File: src/rtl/radix_walk_pkg.sv
package radix_walk_pkg;

  typedef enum logic [2:0] {S_IDLE, S_REQ, S_WAIT, S_DEC, S_DONE} walk_state_e;
  typedef enum logic [1:0] {OUT_NEXT, OUT_LEAF, OUT_BAD, OUT_INV} outcome_e;
  typedef enum logic [1:0] {FLT_NONE = 2'd0, FLT_BADTREE = 2'd1, FLT_INVALID = 2'd2} fault_e;

  // mask with the n low bits set
  function automatic logic [63:0] low_mask(input logic [5:0] n);
    return (64'd1 << n) - 64'd1;
  endfunction

  // index of a level: width m taken just below the remaining shift sh
  function automatic logic [63:0] level_index(input logic [63:0] va,
                                              input logic [5:0] sh,
                                              input logic [5:0] m);
    logic [5:0] lo;
    lo = sh - m;
    return (va >> lo) & low_mask(m);
  endfunction

  // width within limits and not larger than what remains to translate
  function automatic logic size_ok(input logic [5:0] m, input logic [5:0] sh,
                                   input logic [5:0] lo, input logic [5:0] hi);
    return (m >= lo) && (m <= hi) && (m <= sh);
  endfunction

  // leaf page number above the shift, offset from the virtual address below
  function automatic logic [63:0] leaf_paddr(input logic [57:0] rpn,
                                             input logic [63:0] va,
                                             input logic [5:0] sh);
    return ({6'd0, rpn} & ~low_mask(sh)) | (va & low_mask(sh));
  endfunction

endpackage

File: src/rtl/radix_walk_decode.sv
module radix_walk_decode
  import radix_walk_pkg::*;
#(
  parameter int SZ_MIN = 5,
  parameter int SZ_MAX = 16
) (
  input  logic [5:0]  ent_hi,     // entry bits 63:58
  input  logic [47:0] ent_base,   // entry bits 55:8
  input  logic [4:0]  ent_size,   // entry bits 4:0
  input  logic        is_root,
  input  logic [5:0]  cur_shift,
  output outcome_e    outcome,
  output logic [5:0]  lvl_size,
  output logic [5:0]  eff_shift,
  output logic [5:0]  rem_shift,
  output logic [63:0] lvl_base
);
  localparam logic [5:0] SZ_LO = 6'(SZ_MIN);
  localparam logic [5:0] SZ_HI = 6'(SZ_MAX);

  logic ent_valid, ent_leaf;

  always_comb begin
    lvl_size  = {1'b0, ent_size};
    eff_shift = is_root ? {1'b0, ent_hi[4:0]} : cur_shift;
    rem_shift = eff_shift - lvl_size;
    lvl_base  = {8'h00, ent_base, 8'h00};
    ent_valid = is_root | ent_hi[5];
    ent_leaf  = !is_root & ent_hi[4];
    if (!ent_valid)                                  outcome = OUT_INV;
    else if (ent_leaf)                               outcome = OUT_LEAF;
    else if (!size_ok(lvl_size, eff_shift, SZ_LO, SZ_HI)) outcome = OUT_BAD;
    else                                             outcome = OUT_NEXT;
  end
endmodule

File: src/rtl/radix_walk_index.sv
module radix_walk_index
  import radix_walk_pkg::*;
#(
  parameter int ENT_BYTES = 8
) (
  input  logic [63:0] va,
  input  logic [63:0] lvl_base,
  input  logic [5:0]  eff_shift,
  input  logic [5:0]  lvl_size,
  output logic [63:0] ent_addr
);
  localparam int ENT_LOG = $clog2(ENT_BYTES);

  always_comb
    ent_addr = lvl_base | (level_index(va, eff_shift, lvl_size) << ENT_LOG);
endmodule

File: src/rtl/radix_walk_leaf.sv
module radix_walk_leaf
  import radix_walk_pkg::*;
(
  input  logic [57:0] rpn,
  input  logic [63:0] va,
  input  logic [5:0]  shift,
  output logic [63:0] paddr
);
  always_comb paddr = leaf_paddr(rpn, va, shift);
endmodule

File: src/rtl/radix_walker.sv
module radix_walker
  import radix_walk_pkg::*;
#(
  parameter int PID_W  = 4,
  parameter int SZ_MIN = 5,
  parameter int SZ_MAX = 16
) (
  input  logic             clk,
  input  logic             rst_n,
  input  logic [63:8]      ptab_base,
  input  logic             req_valid,
  output logic             req_ready,
  input  logic [63:0]      req_vaddr,
  input  logic [PID_W-1:0] req_pid,
  input  logic             req_store,
  input  logic             req_problem,
  output logic             mem_req,
  output logic [63:0]      mem_addr,
  input  logic             mem_rvalid,
  input  logic [63:0]      mem_rdata,
  output logic             res_valid,
  output logic [1:0]       res_fault,
  output logic [63:0]      res_paddr,
  output logic             res_store,
  output logic             res_priv
);
  localparam int ENT_BYTES = 8;
  localparam int ENT_LOG   = $clog2(ENT_BYTES);

  walk_state_e st;
  logic [63:0] va_q, addr_q, ent_q, pa_q;
  logic [5:0]  shift_q;
  logic        root_q, store_q, priv_q;
  fault_e      fault_q;

  outcome_e    outc;
  logic [5:0]  lvl_size, eff_shift, rem_shift;
  logic [63:0] lvl_base, nxt_addr, leaf_pa, desc_addr;

  // named events for the checker
  logic wait_st, dec_st, bad_evt, inv_evt;

  radix_walk_decode #(.SZ_MIN(SZ_MIN), .SZ_MAX(SZ_MAX)) u_dec (
    .ent_hi(ent_q[63:58]), .ent_base(ent_q[55:8]), .ent_size(ent_q[4:0]),
    .is_root(root_q), .cur_shift(shift_q), .outcome(outc),
    .lvl_size(lvl_size), .eff_shift(eff_shift), .rem_shift(rem_shift),
    .lvl_base(lvl_base)
  );

  radix_walk_index #(.ENT_BYTES(ENT_BYTES)) u_idx (
    .va(va_q), .lvl_base(lvl_base), .eff_shift(eff_shift),
    .lvl_size(lvl_size), .ent_addr(nxt_addr)
  );

  radix_walk_leaf u_leaf (
    .rpn(ent_q[57:0]), .va(va_q), .shift(shift_q), .paddr(leaf_pa)
  );

  always_comb begin
    desc_addr = {ptab_base, 8'h00} | (64'(req_pid) << ENT_LOG);
    wait_st   = (st == S_WAIT);
    dec_st    = (st == S_DEC);
    bad_evt   = dec_st && (outc == OUT_BAD);
    inv_evt   = dec_st && (outc == OUT_INV);
    req_ready = (st == S_IDLE);
    mem_req   = (st == S_REQ);
    mem_addr  = addr_q;
    res_valid = (st == S_DONE);
    res_fault = fault_q;
    res_paddr = pa_q;
    res_store = store_q;
    res_priv  = priv_q;
  end

  always_ff @(posedge clk or negedge rst_n) begin
    if (!rst_n) begin
      st      <= S_IDLE;
      va_q    <= '0;
      addr_q  <= '0;
      ent_q   <= '0;
      pa_q    <= '0;
      shift_q <= '0;
      root_q  <= 1'b0;
      store_q <= 1'b0;
      priv_q  <= 1'b0;
      fault_q <= FLT_NONE;
    end else begin
      unique case (st)
        S_IDLE: if (req_valid) begin
          va_q    <= req_vaddr;
          store_q <= req_store;
          priv_q  <= ~req_problem;
          addr_q  <= desc_addr;
          root_q  <= 1'b1;
          st      <= S_REQ;
        end
        S_REQ:  st <= S_WAIT;
        S_WAIT: if (mem_rvalid) begin
          ent_q <= mem_rdata;
          st    <= S_DEC;
        end
        S_DEC: begin
          unique case (outc)
            OUT_NEXT: begin
              addr_q  <= nxt_addr;
              shift_q <= rem_shift;
              root_q  <= 1'b0;
              st      <= S_REQ;
            end
            OUT_LEAF: begin
              pa_q    <= leaf_pa;
              fault_q <= FLT_NONE;
              st      <= S_DONE;
            end
            OUT_BAD: begin
              pa_q    <= '0;
              fault_q <= FLT_BADTREE;
              st      <= S_DONE;
            end
            OUT_INV: begin
              pa_q    <= '0;
              fault_q <= FLT_INVALID;
              st      <= S_DONE;
            end
          endcase
        end
        S_DONE: st <= S_IDLE;
        default: st <= S_IDLE;
      endcase
    end
  end
endmodule

File: config.mk
export PLATFORM = sky130hd
export DESIGN_NAME = radix_walker
export DESIGN_NICKNAME = d
export VERILOG_FILES = /design/src/rtl/radix_walk_pkg.sv /design/src/rtl/radix_walk_decode.sv /design/src/rtl/radix_walk_index.sv /design/src/rtl/radix_walk_leaf.sv /design/src/rtl/radix_walker.sv
export SDC_FILE = /design/constraint.sdc
export NUM_CORES = 1
export LEC_CHECK = 0
export BUFFER_PORTS_ARGS = -buffer_cell sky130_fd_sc_hd__buf_4
export CAP_MARGIN = 15
export CORE_UTILIZATION = 45
export DETAILED_ROUTE_END_ITERATION = 10
export PLACE_DENSITY = 0.64
export SLEW_MARGIN = 10
export SYNTH_ARGS = -nofsm -noshare
export SYNTH_HDL_FRONTEND = slang
export SYNTH_SLANG_ARGS = --single-unit
File: constraint.sdc
create_clock -name clk -period 7.4 [get_ports clk]
set_input_delay 0.74 -clock clk [delete_from_list [all_inputs] [get_ports clk]]
set_output_delay 0.74 -clock clk [all_outputs]
set_load 0.03 [all_outputs]
Word level (Yosys, flattened, before mapping)
Cells that the tools add are included.

Magnitude comparators: 3. Add/sub/neg operators: 3. Shifts and indexed selects: 3. Reductions and logical operators: 17. Eq/ne operators: 10. Bitwise logic cells: 10. Multiplexer cells: 16.

Operators with widths (number): 64-bit one-hot mux with 2 select lines (2); 64-bit 2-to-1 mux (2); 58-bit by 64-bit bitwise AND with 64-bit output (1); 64-bit bitwise AND (1); 64-bit inverter (1); 56-bit by 64-bit bitwise OR with 64-bit output (1); 64-bit bitwise OR (1); 64-bit by 7-bit bitwise OR with 64-bit output (1); 1-bit by 6-bit left shift with 64-bit output (first input constant) (1); 64-bit by 6-bit >> shifter with 61-bit output (1); 64-bit by 1-bit subtractor with 64-bit output (second input constant) (1); 61-bit bitwise AND (1); 1-bit by 5-bit left shift with 61-bit output (first input constant) (1); 61-bit by 1-bit subtractor with 61-bit output (second input constant) (1); 3-bit one-hot mux with 4 select lines (1); 2-bit AND reduction (6); 3-bit by 2-bit equality test with 1-bit output (second input constant) (2); 5-bit by 6-bit <= comparator with 1-bit output (1); 2-bit 2-to-1 mux (3); 3-bit 2-to-1 mux (2); 6-bit 2-to-1 mux (1); 2-bit one-hot mux with 3 select lines (1); 3-bit one-hot mux with 2 select lines (1); 6-bit by 5-bit subtractor with 6-bit output (1); other kinds (22) (27).

Register bits: 270. Logic and storage cells: 72. Output and inout port bits: 135. Input port bits: 194.

Longest topological paths before layout
Gate-level depths: netlist of the first run.

Depth after elaboration: 10. Mapped depth: 16. Mapped depth without buffers: 11.

By module
Synthesis of the first run repeated with hierarchy kept, for this count alone.

Cells, all modules: 1826. Area, all modules: 19752.7 um2.

By module, submodules not included: radix_walker (cells an instance 677, area each 11194.5 um2, sequential area each 6756.5 um2, instances 1); radix_walk_index (cells an instance 735, area each 5631.7 um2, sequential area each 0.0 um2, instances 1); radix_walk_leaf (cells an instance 290, area each 1998.2 um2, sequential area each 0.0 um2, instances 1); radix_walk_decode (cells an instance 124, area each 928.4 um2, sequential area each 0.0 um2, instances 1).

Worst setup path before layout of the first run
Ideal clock, no wire load.

Path type: register to register. From: reg shift_q[0]. To: reg addr_q[14] (netlist: mem_addr[14]). Data arrival time: 3533 ps. Setup time: 126 ps. Clock period less this slack: 3659 ps. Slack: 3741 ps. Cell stages (with the launch flop): 13. Required time: 7274 ps. Buffers on the path: 4. Cell sequence: dfrtp_1 -> clkbuf_1 -> clkbuf_1 -> mux2i_1 -> ha_1 -> inv_1 -> fa_1 -> buf_2 -> buf_2 -> mux4_2 -> mux4_2 -> mux4_2 -> a221o_1.

Elaborated cells on any way between the ends: 15. Classes of those cells: add/sub (1); order compare (1); eq/ne (1); shift (1); mux (6); bitwise (2); reduce/logical (3).

RTL lines: start, declared (RTL line radix_walker.sv:32) `logic [5:0] shift_q;`; start signal, assigned (RTL line radix_walker.sv:106) `shift_q <= rem_shift;`; 6-bit 2-to-1 mux (RTL line radix_walk_decode.sv:25) `eff_shift = is_root ? {1'b0, ent_hi[4:0]} : cur_shift;`; 6-bit by 5-bit subtractor with 6-bit output; via rem_shift[1] (RTL line radix_walker.sv:37) `logic [5:0] lvl_size, eff_shift, rem_shift;`; 64-bit by 6-bit >> shifter with 61-bit output (RTL line radix_walk_pkg.sv:18) `return (va >> lo) & low_mask(m);`; 61-bit bitwise AND (RTL line radix_walk_pkg.sv:18); 56-bit by 64-bit bitwise OR with 64-bit output (RTL line radix_walk_index.sv:15) `ent_addr = lvl_base | (level_index(va, eff_shift, lvl_size) << ENT_LOG);`; 64-bit 2-to-1 mux (RTL line radix_walker.sv:103) `unique case (outc)`; 64-bit one-hot mux with 2 select lines (RTL line radix_walker.sv:88) `unique case (st)`; end signal, assigned (RTL line radix_walker.sv:93) `addr_q <= desc_addr;`; end signal, assigned (RTL line radix_walker.sv:105) `addr_q <= nxt_addr;`; end, declared (RTL line radix_walker.sv:31) `logic [63:0] va_q, addr_q, ent_q, pa_q;`.

The timed path passes the listed nets, and every way through them passes these cells. The select of a mux whose other input is x is not followed. A chain may end at the register's enable or synchronous reset.

Worst setup path after layout of the first run
From: reg shift_q[2]. To: reg addr_q[14] (netlist: mem_addr[14]).

Word-level cells in the longest chain between the ends: 9. Elaborated cells on any way between the ends: 15. Classes of those cells: add/sub (1); order compare (1); eq/ne (1); shift (1); mux (6); bitwise (2); reduce/logical (3).

Ends and longest elaborated chain (RTL line): 6-bit 2-to-1 mux * (radix_walk_decode.sv:25); parallel branches: the longest is 8 deep, another holds 6-bit by 5-bit subtractor with 6-bit output.

Mark *: on every way between the ends. The select of a mux whose other input is x is not followed.

==> flow_metrics.tcl, run 1 <==
set metrics [dict create \
    status "finished clean" \
    path_clk_slew_ns 0.07 \
    cts_resized 0 \
    synth_seq_area_share_pct 40.99 \
    postPlaceCellArea_mm2 0.01904 \
    finalCritPeriodShare_pct 62.68 \
    start_util_pct 45.83 \
    netlist_instances 1750 \
    slew_headroom_pct 27.79 \
    startpoint "shift_q[2]" \
    worstSetupPathType "reg -> reg" \
    rsz0062_at_grt "no" \
    tritoncts "built" \
    portBuffers 325 \
    r2r_slack_ns 2.76 \
    num_vias 15314 \
    setup_viol_count_final 0 \
    io-pin-count 329 \
    die_x_um 192.3 \
    hpwl_um 48810 \
    hold_viol 0 \
    layout.nets 2195 \
    wl_per_cell_um 26.52 \
    synth-async-reset-ratio_pct 100.0 \
    cts_hold_buffers 0 \
    cts_made_buffers 30 \
    synth_edf_count 0 \
    drive_gt1_share_pct 27.27 \
    gp_congestion 0.9989 \
    clk_path_buf_depth 3 \
    syn2layout_area_growth_pct 22.81 \
    drc_errors 0 \
    netlist_area_mm2 0.01630 \
    synth_cell_types 71 \
    worstPathRequired_ns 7.87 \
    clock_sinks 267 \
    avgSynthCellArea_um2 9.315 \
    arrival_ns 5.11 \
    dr_wl_met3_um 5963 \
    fillers 3216 \
    final_common_cell "nand2_1" \
    endpoint_kind "flop" \
    wirelength_um 65750 \
    insertion_delay_ns 0.60 \
    wl_met1_um 28090 \
    postCtsSetupBuffers 0 \
    hold_path_class "in -> async" \
    core-area_mm2 0.03557 \
    r2r_cells 10 \
    timing.rr.end "mem_addr[14]" \
    top_layer_used "met5" \
    yosys_warnings 0 \
    final_cell_area_mm2 0.02002 \
    antenna_found_initial 1 \
    ys_seq_elements 267 \
    drtPass1Iterations 5 \
    reg2reg_from "shift_q[2]" \
    worst_pin_slew_ns 1.079 \
    grtUsageTotal_pct 35.53 \
    period_minus_slack_ns 4.639 \
    cp_max_fo 28 \
    grt_pass1_wl_um 96340 \
    ys.flop_type "dfrtp_1" \
    grt_max_degree 145 \
    die_h_um 192.3 \
    htreeDepth 1 \
    drv_slew 0 \
    finalClockSkew_ns 0.02892 \
    ant_nets 0 \
    cts_root_buf "clkbuf_16" \
    tns_ns 0 \
    rows 69 \
    dieArea_mm2 0.03699 \
    dr_wl_met2_um 29400 \
    via_per_inst 6.177 \
    startpoint_type "flop" \
    drt_iter0_drc 1814 \
    grt_pass1_vias 14528 \
    grt_overflow 0 \
    mostFrequentLayoutCells "nand2_1, buf_4, dfrtp_1" \
    max_freq_mhz 215.6 \
    drv_cap 0 \
]
==> critical path: stages (launching register included) <==
cell and delay, ns:
dfrtp_1 0.88, inv_1 0.29, o21ai_0 0.24, ha_1 0.41, nor2_1 0.19, a21oi_2 0.09, xnor2_4 0.71, buf_4 0.48
mux4_2 0.35, mux4_2 0.51, a221o_1 0.34
==> sequential cells by signal, summed over array words and instances, names as in the netlist <==
| name | count |
|---|---|
| st | 3 |
| res_paddr | 64 |
| ent_q | 64 |
| res_priv | 1 |
| mem_addr | 61 |
| root_q | 1 |
| res_store | 1 |
| va_q | 64 |
| res_fault | 2 |
| shift_q | 6 |
==> routing by layer <==
layer  vias up  track usage, %
li1       6754               -
met1      7626           52.01
met2       817           53.32
met3       115           6.256
met4         2           11.18
met5         -               0
==> Yosys cell counts (5+ instances only) <==
| cell | number | area (µm²) |
|---|---|---|
| nand2_1 | 450 | 1689 |
| dfrtp_1 | 267 | 6681 |
| mux2i_1 | 147 | 1471 |
| o21ai_0 | 142 | 710.7 |
| clkbuf_1 | 96 | 360.4 |
| nor2_1 | 78 | 292.8 |
| a21oi_1 | 70 | 350.3 |
| mux2_2 | 67 | 754.5 |
| mux4_2 | 61 | 1374 |
| a22oi_1 | 32 | 240.2 |
| buf_2 | 27 | 135.1 |
| nand3_1 | 20 | 100.1 |
| inv_1 | 18 | 67.56 |
| a31oi_1 | 16 | 100.1 |
| nor3_1 | 16 | 80.08 |
| a22o_1 | 12 | 105.1 |
| a311oi_1 | 12 | 105.1 |
| buf_1 | 11 | 41.29 |
| nor2b_1 | 11 | 68.82 |
| o31ai_1 | 11 | 82.58 |
| a211oi_1 | 10 | 75.07 |
| and3_1 | 10 | 62.56 |
| buf_4 | 10 | 75.07 |
| o22ai_1 | 9 | 56.30 |
| a32oi_1 | 8 | 70.07 |
| nand2b_1 | 8 | 50.05 |
| ha_1 | 7 | 87.58 |
| nand4_1 | 7 | 43.79 |
| or3_1 | 7 | 43.79 |
| and2_1 | 6 | 37.54 |
| o211ai_1 | 6 | 45.04 |
| xnor2_1 | 6 | 52.55 |
| a211o_1 | 5 | 43.79 |
| a221o_1 | 5 | 50.05 |
| nor4_1 | 5 | 31.28 |
| or2_2 | 5 | 31.28 |
==> per-stage QoR <==
| stage | hold slack (ns) | util [%] | cells | setup WS [ns] |
|---|---|---|---|---|
| 2_1_floorplan | 0.4444 | - | 1752 | 3.741 |
| 3_3_place_gp | 0.4534 | 53.52 | 2421 | 2.907 |
| 4_1_cts | 0.2883 | 56.28 | 2478 | 2.814 |
| 6_report | 0.2244 | 56.28 | 2479 | 2.761 |
| 3_5_place_dp | 0.4571 | 53.53 | 2422 | 2.842 |
| 5_1_grt | 0.3226 | 56.28 | 2478 | 2.523 |
==> how the worst max path moves through the flow <==
stage / end / cells after the start / slack [ns]
2_1_floorplan: mem_addr[14] / 12 / 3.74
3_3_place_gp: mem_addr[14] / 10 / 2.91
3_5_place_dp: mem_addr[14] / 10 / 2.84
4_1_cts: mem_addr[14] / 10 / 2.81
5_1_grt: mem_addr[14] / 10 / 2.52
6_report: mem_addr[14] / 10 / 2.76
==> cells by family (layout without fill, tap and decap cells) <==
group | count (synthesis) | count (layout) | share of synthesized area (%)
AOI/OAI and AO/OA | 382 | 382 | 14.76
and+or+nand+nor | 638 | 638 | 16.28
adders and majority gates | 8 | 8 | 0.6601
xor gates and xnor gates | 12 | 12 | 0.7830
buffers and inverters | 167 | 432 | 4.421
other | 1 | 4 | 0.02301
DFF | 267 | 267 | 40.99
muxes | 275 | 275 | 22.08
==> area by class of cell <==
class                   count  area [µm²]  share of cell area, %
multi-input cells        1318        9017                  45.04
flip-flops and latches    267        6681                  33.38
repair buffers            356        2690                  13.44
clock buffers              47       884.6                  4.419
well taps                 461       576.8                  2.881
clock inverters             9       91.34                 0.4563
inverters                  20       75.07                 0.3750
diodes                      1       2.502                0.01250
Power of run 1 is left out: the tool's default activity adds up to more than one toggle a clock period on the data nets, which glitch-free logic cannot reach.
==> inputs of run 2 (changes only) <==
==> constraint.sdc (replaced) <==
create_clock -name clk -period 4.7 [get_ports clk]
set_input_delay 0.47 -clock clk [delete_from_list [all_inputs] [get_ports clk]]
set_output_delay 0.47 -clock clk [all_outputs]
set_load 0.03 [all_outputs]
==> run 2 against run 1 <==
Net effect:
- cell count increased by 1.3%
- non-clock buffer count grew 35
- wire length grew 4.2%
- flip-flop and latch count unchanged
- critical path depth is 1 lower
==> flow_metrics.tcl, run 2 (synthesis results as in run 1) <==
set metrics [dict create \
    status "finished clean" \
    drv_cap 0 \
    cts_made_buffers 31 \
    tritoncts "built" \
    die_x_um 192.3 \
    via_per_inst 6.149 \
    clk_path_buf_depth 3 \
    final_common_cell "nand2_1" \
    drv_slew 0 \
    ant_nets 0 \
    drc_errors 0 \
    drtPass1Iterations 5 \
    wl_per_cell_um 27.28 \
    crit_buf_inv 2 \
    cp_slowest_stage_delay_ns 0.81 \
    cts_root_buf "clkbuf_16" \
    wl_met1_um 29210 \
    cts_hold_buffers 1 \
    startpoint_type "flop" \
    dr_wl_met3_um 6530 \
    path_clk_slew_ns 0.06 \
    dr_wl_met2_um 29590 \
    tns_ns 0 \
    num_vias 15441 \
    worstSetupPathType "reg -> reg" \
    hpwl_um 52250 \
    top_layer_used "met4" \
    grtUsageTotal_pct 37.04 \
    period_minus_slack_ns 3.944 \
    portBuffers 325 \
    worstPathRequired_ns 5.16 \
    hold_viol 0 \
    critPathTopFamily "compound AO/OA/AOI/OAI gates" \
    mostFrequentLayoutCells "nand2_1, buf_4, dfrtp_1" \
    max_freq_mhz 253.5 \
    endpoint_kind "flop" \
    antenna_found_initial 2 \
    setup_viol_count_final 0 \
    core-area_mm2 0.03557 \
    wirelength_um 68510 \
    grt_max_degree 105 \
    insertion_delay_ns 0.58 \
    start_util_pct 45.83 \
    hold_path_class "in -> reg" \
    grt_overflow 0 \
    postCtsSetupBuffers 0 \
    layout.nets 2231 \
    drt_iter0_drc 1562 \
    cts_resized 0 \
    gp_congestion 0.9598 \
    io-pin-count 329 \
    grt_pass1_vias 14764 \
    arrival_ns 4.41 \
    finalClockSkew_ns 0.01699 \
    drive_gt1_share_pct 28.66 \
    die_h_um 192.3 \
    syn2layout_area_growth_pct 24.62 \
    dieArea_mm2 0.03699 \
    slew_headroom_pct 26.95 \
    rows 69 \
    htreeDepth 1 \
    clock_sinks 267 \
    grt_pass1_wl_um 98780 \
    critical_path.slowest_cell "fa_2" \
    crit_chain "buf_4 -> o21ai_0 -> fa_2 -> buf_4 -> a211oi_1 -> a21oi_1 -> mux4_2 -> mux4_2 -> a221o_1" \
    rsz0062_at_grt "no" \
    worst_pin_slew_ns 1.096 \
    cp_max_fo 32 \
    finalCritPeriodShare_pct 83.92 \
]
## run 2: worst min-delay path: stages
cell	delay [ns]
buf_4	0.07
nand2_1	0.04
nand2_1	0.04
## run 2: worst paths after layout
path,from,endpoint,slack (ns),depth (start not counted)
setup / recovery,root_q,mem_addr[14],0.76,9
hold / removal,req_vaddr[30],va_q[30],0.08,3
setup reg to reg,root_q,mem_addr[14],0.76,9
hold reg to reg,mem_addr[63],mem_addr[63],0.47,2
max in group asynchronous,rst_n,va_q[18],3.13,3
min in group asynchronous,rst_n,res_paddr[63],0.51,2
## run 2: stage by stage
step                cell area, µm²  worst slack, ns  utilization, %  cells  hold WS, ns
floorplan                    16310            1.041               -   1752       0.1744
global placement             19330           0.8666           54.35   2456       0.4516
detailed placement           19330           0.8239           54.35   2456       0.4589
CTS                          20310           0.8273           57.10   2509      0.04988
global route                 20310           0.5969           57.10   2510      0.06873
finish                       20310           0.7556           57.11   2511      0.07837
## run 2: final cells by class
cell class / instances / area, µm²
Sequential cell: 267 / 6681
Multi-Input combinational cell: 1318 / 9001
Fill cell: 3210 / 15260
Inverter: 20 / 75.07
Clock buffer: 40 / 869.6
Clock inverter: 12 / 96.34
Timing Repair Buffer: 391 / 3008
Antenna cell: 2 / 5.005
Tap cell: 461 / 576.8
## run 2: metal layers
layer	global-route usage (%)	up-vias
li1	-	6827
met1	52.42	7635
met2	54.68	825
met3	8.329	154
met4	15.02	0
met5	0	-
Power of run 2 is left out for the same reason.
==> inputs of run 3 (changes only) <==
==> constraint.sdc (replaced) <==
create_clock -name clk -period 3.8 [get_ports clk]
set_input_delay 0.38 -clock clk [delete_from_list [all_inputs] [get_ports clk]]
set_output_delay 0.38 -clock clk [all_outputs]
set_load 0.03 [all_outputs]
==> run 3 against run 2 <==
Net effect:
- register-to-register slack lost 0.62 ns
- worst hold slack worse by 0.066 ns
- global-route usage rose by 1.0 points
- critical path depth rose by 1
- non-clock buffer count is 145 higher
- first-iteration DRC count rose by 4.6%
- cell count rose by 6.0%
- utilization up 4.0 points
- worst setup slack worse by 0.62 ns
==> flow_metrics.tcl, run 3 (synthesis results as in run 1) <==
set metrics [dict create \
    arrival_ns 4.11 \
    dieArea_mm2 0.03699 \
    cp_max_fo 15 \
    startpoint_type "flop" \
    num_vias 16212 \
    clk_path_buf_depth 3 \
    wl_per_cell_um 26.48 \
    max_freq_mhz 272.7 \
    ant_nets 0 \
    hpwl_um 53010 \
    clock_sinks 267 \
    via_per_inst 6.092 \
    drive_gt1_share_pct 29.05 \
    final_common_cell "nand2_1" \
    die_x_um 192.3 \
    drv_slew 0 \
    endpoint_kind "flop" \
    cts_root_buf "clkbuf_16" \
    drv_cap 0 \
    mostFrequentLayoutCells "nand2_1, buf_4, dfrtp_1" \
    layout.nets 2375 \
    rows 69 \
    status "finished clean" \
    slew_headroom_pct 31.03 \
    htreeDepth 1 \
    worst_pin_slew_ns 1.031 \
    drt_iter0_drc 1634 \
    die_h_um 192.3 \
    grt_max_degree 105 \
    antenna_found_initial 3 \
    finalClockSkew_ns 0.01199 \
    grt_overflow 0 \
    drtPass1Iterations 6 \
    postPlaceCellArea_mm2 0.01976 \
    tns_ns 0 \
    tritoncts "built" \
    grt_pass1_wl_um 102200 \
    cts_made_buffers 30 \
    period_minus_slack_ns 3.667 \
    rsz0062_at_grt "no" \
    path_clk_slew_ns 0.06 \
    finalCritPeriodShare_pct 96.50 \
    core-area_mm2 0.03557 \
    grt_pass1_vias 15782 \
    io-pin-count 329 \
    worstPathRequired_ns 4.24 \
    drc_errors 0 \
    start_util_pct 45.83 \
    hold_path_class "in -> reg" \
    portBuffers 325 \
    insertion_delay_ns 0.60 \
    setup_viol_count_final 0 \
    fin_ws_ns 0.1330 \
    worstSetupPathType "reg -> reg" \
    wirelength_um 70450 \
    hold_viol 0 \
    grtUsageTotal_pct 38.07 \
    final_cell_area_mm2 0.02173 \
    preCtsSetupSlack_ns 0.1411 \
    syn2layout_area_growth_pct 33.34 \
    fin_cells 2661 \
    dp.cells 2504 \
    gp_congestion 0.9560 \
]
[run 3: changes by cell type in the layout (fill, tap and decap cells not counted)]
cell           delta
clkinv_2          +1
diode_2           +2
buf_4            +45
clkbuf_1          +3
clkbuf_16         -1
o21ai_1           +1
clkbuf_8          +1
clkinv_16         +1
inv_6             -2
o21ai_0           -1
buf_12            +6
dlygate4sd3_1    +94
[run 3: worst max-delay path, stage by stage, from the launching register on]
cell      delay (ns)
dfrtp_1         0.37
inv_1           0.25
o21ai_0         0.17
ha_1            0.54
nor2_1          0.14
a21oi_2         0.32
xor2_2          0.47
buf_4           0.32
mux2i_1         0.41
mux2i_1         0.12
o311ai_0        0.39
[run 3: area by class of cell]
| class | instances | area [µm²] |
|---|---|---|
| diodes | 4 | 10.01 |
| clock buffers | 43 | 869.6 |
| clock inverters | 12 | 113.9 |
| fillers | 3014 | 13830 |
| inverters | 20 | 75.07 |
| multi-input cells | 1318 | 9001 |
| flip-flops and latches | 267 | 6681 |
| well taps | 461 | 576.8 |
| repair buffers | 536 | 4407 |
[run 3: path summary, 6_finish.rpt]
path | from | end | slack [ns] | depth (start not counted)
max | shift_q[2] | mem_addr[3] | 0.13 | 10
max reg2reg | shift_q[2] | mem_addr[3] | 0.13 | 10
max in group asynchronous | rst_n | mem_addr[42] | 2.39 | 3
min reg2reg | mem_addr[49] | mem_addr[49] | 0.48 | 2
min | mem_rdata[35] | ent_q[35] | 0.01 | 2
min in group asynchronous | rst_n | mem_addr[62] | 0.41 | 2
[run 3: metrics by stage]
step                      util (%)  hold WS [ns]
after floorplan                  -       0.08441
after global placement       55.54        0.4520
after detailed placement     55.54        0.4615
after CTS                    60.98     0.0001183
after global routing         61.09      0.003820
final                        61.11       0.01270
[run 3: repair_timing]
item                                   4_1_cts  5_1_grt
gates resized for setup                      0        1
buffers inserted                             0        3
hold buffers                                95        0
setup endpoints to repair                    0        5
endpoints found under the hold margin      194        0
[run 3: layer usage]
layer  track usage (%)  vias to the layer above  wire length [µm]
li1                  -                     7116                 -
met1             52.32                     8056             29400
met2             57.78                      918             31150
met3             9.293                      122              7069
met4             14.81                        0              2835
met5                 0                        -                 0
Power of run 3 is left out for the same reason.
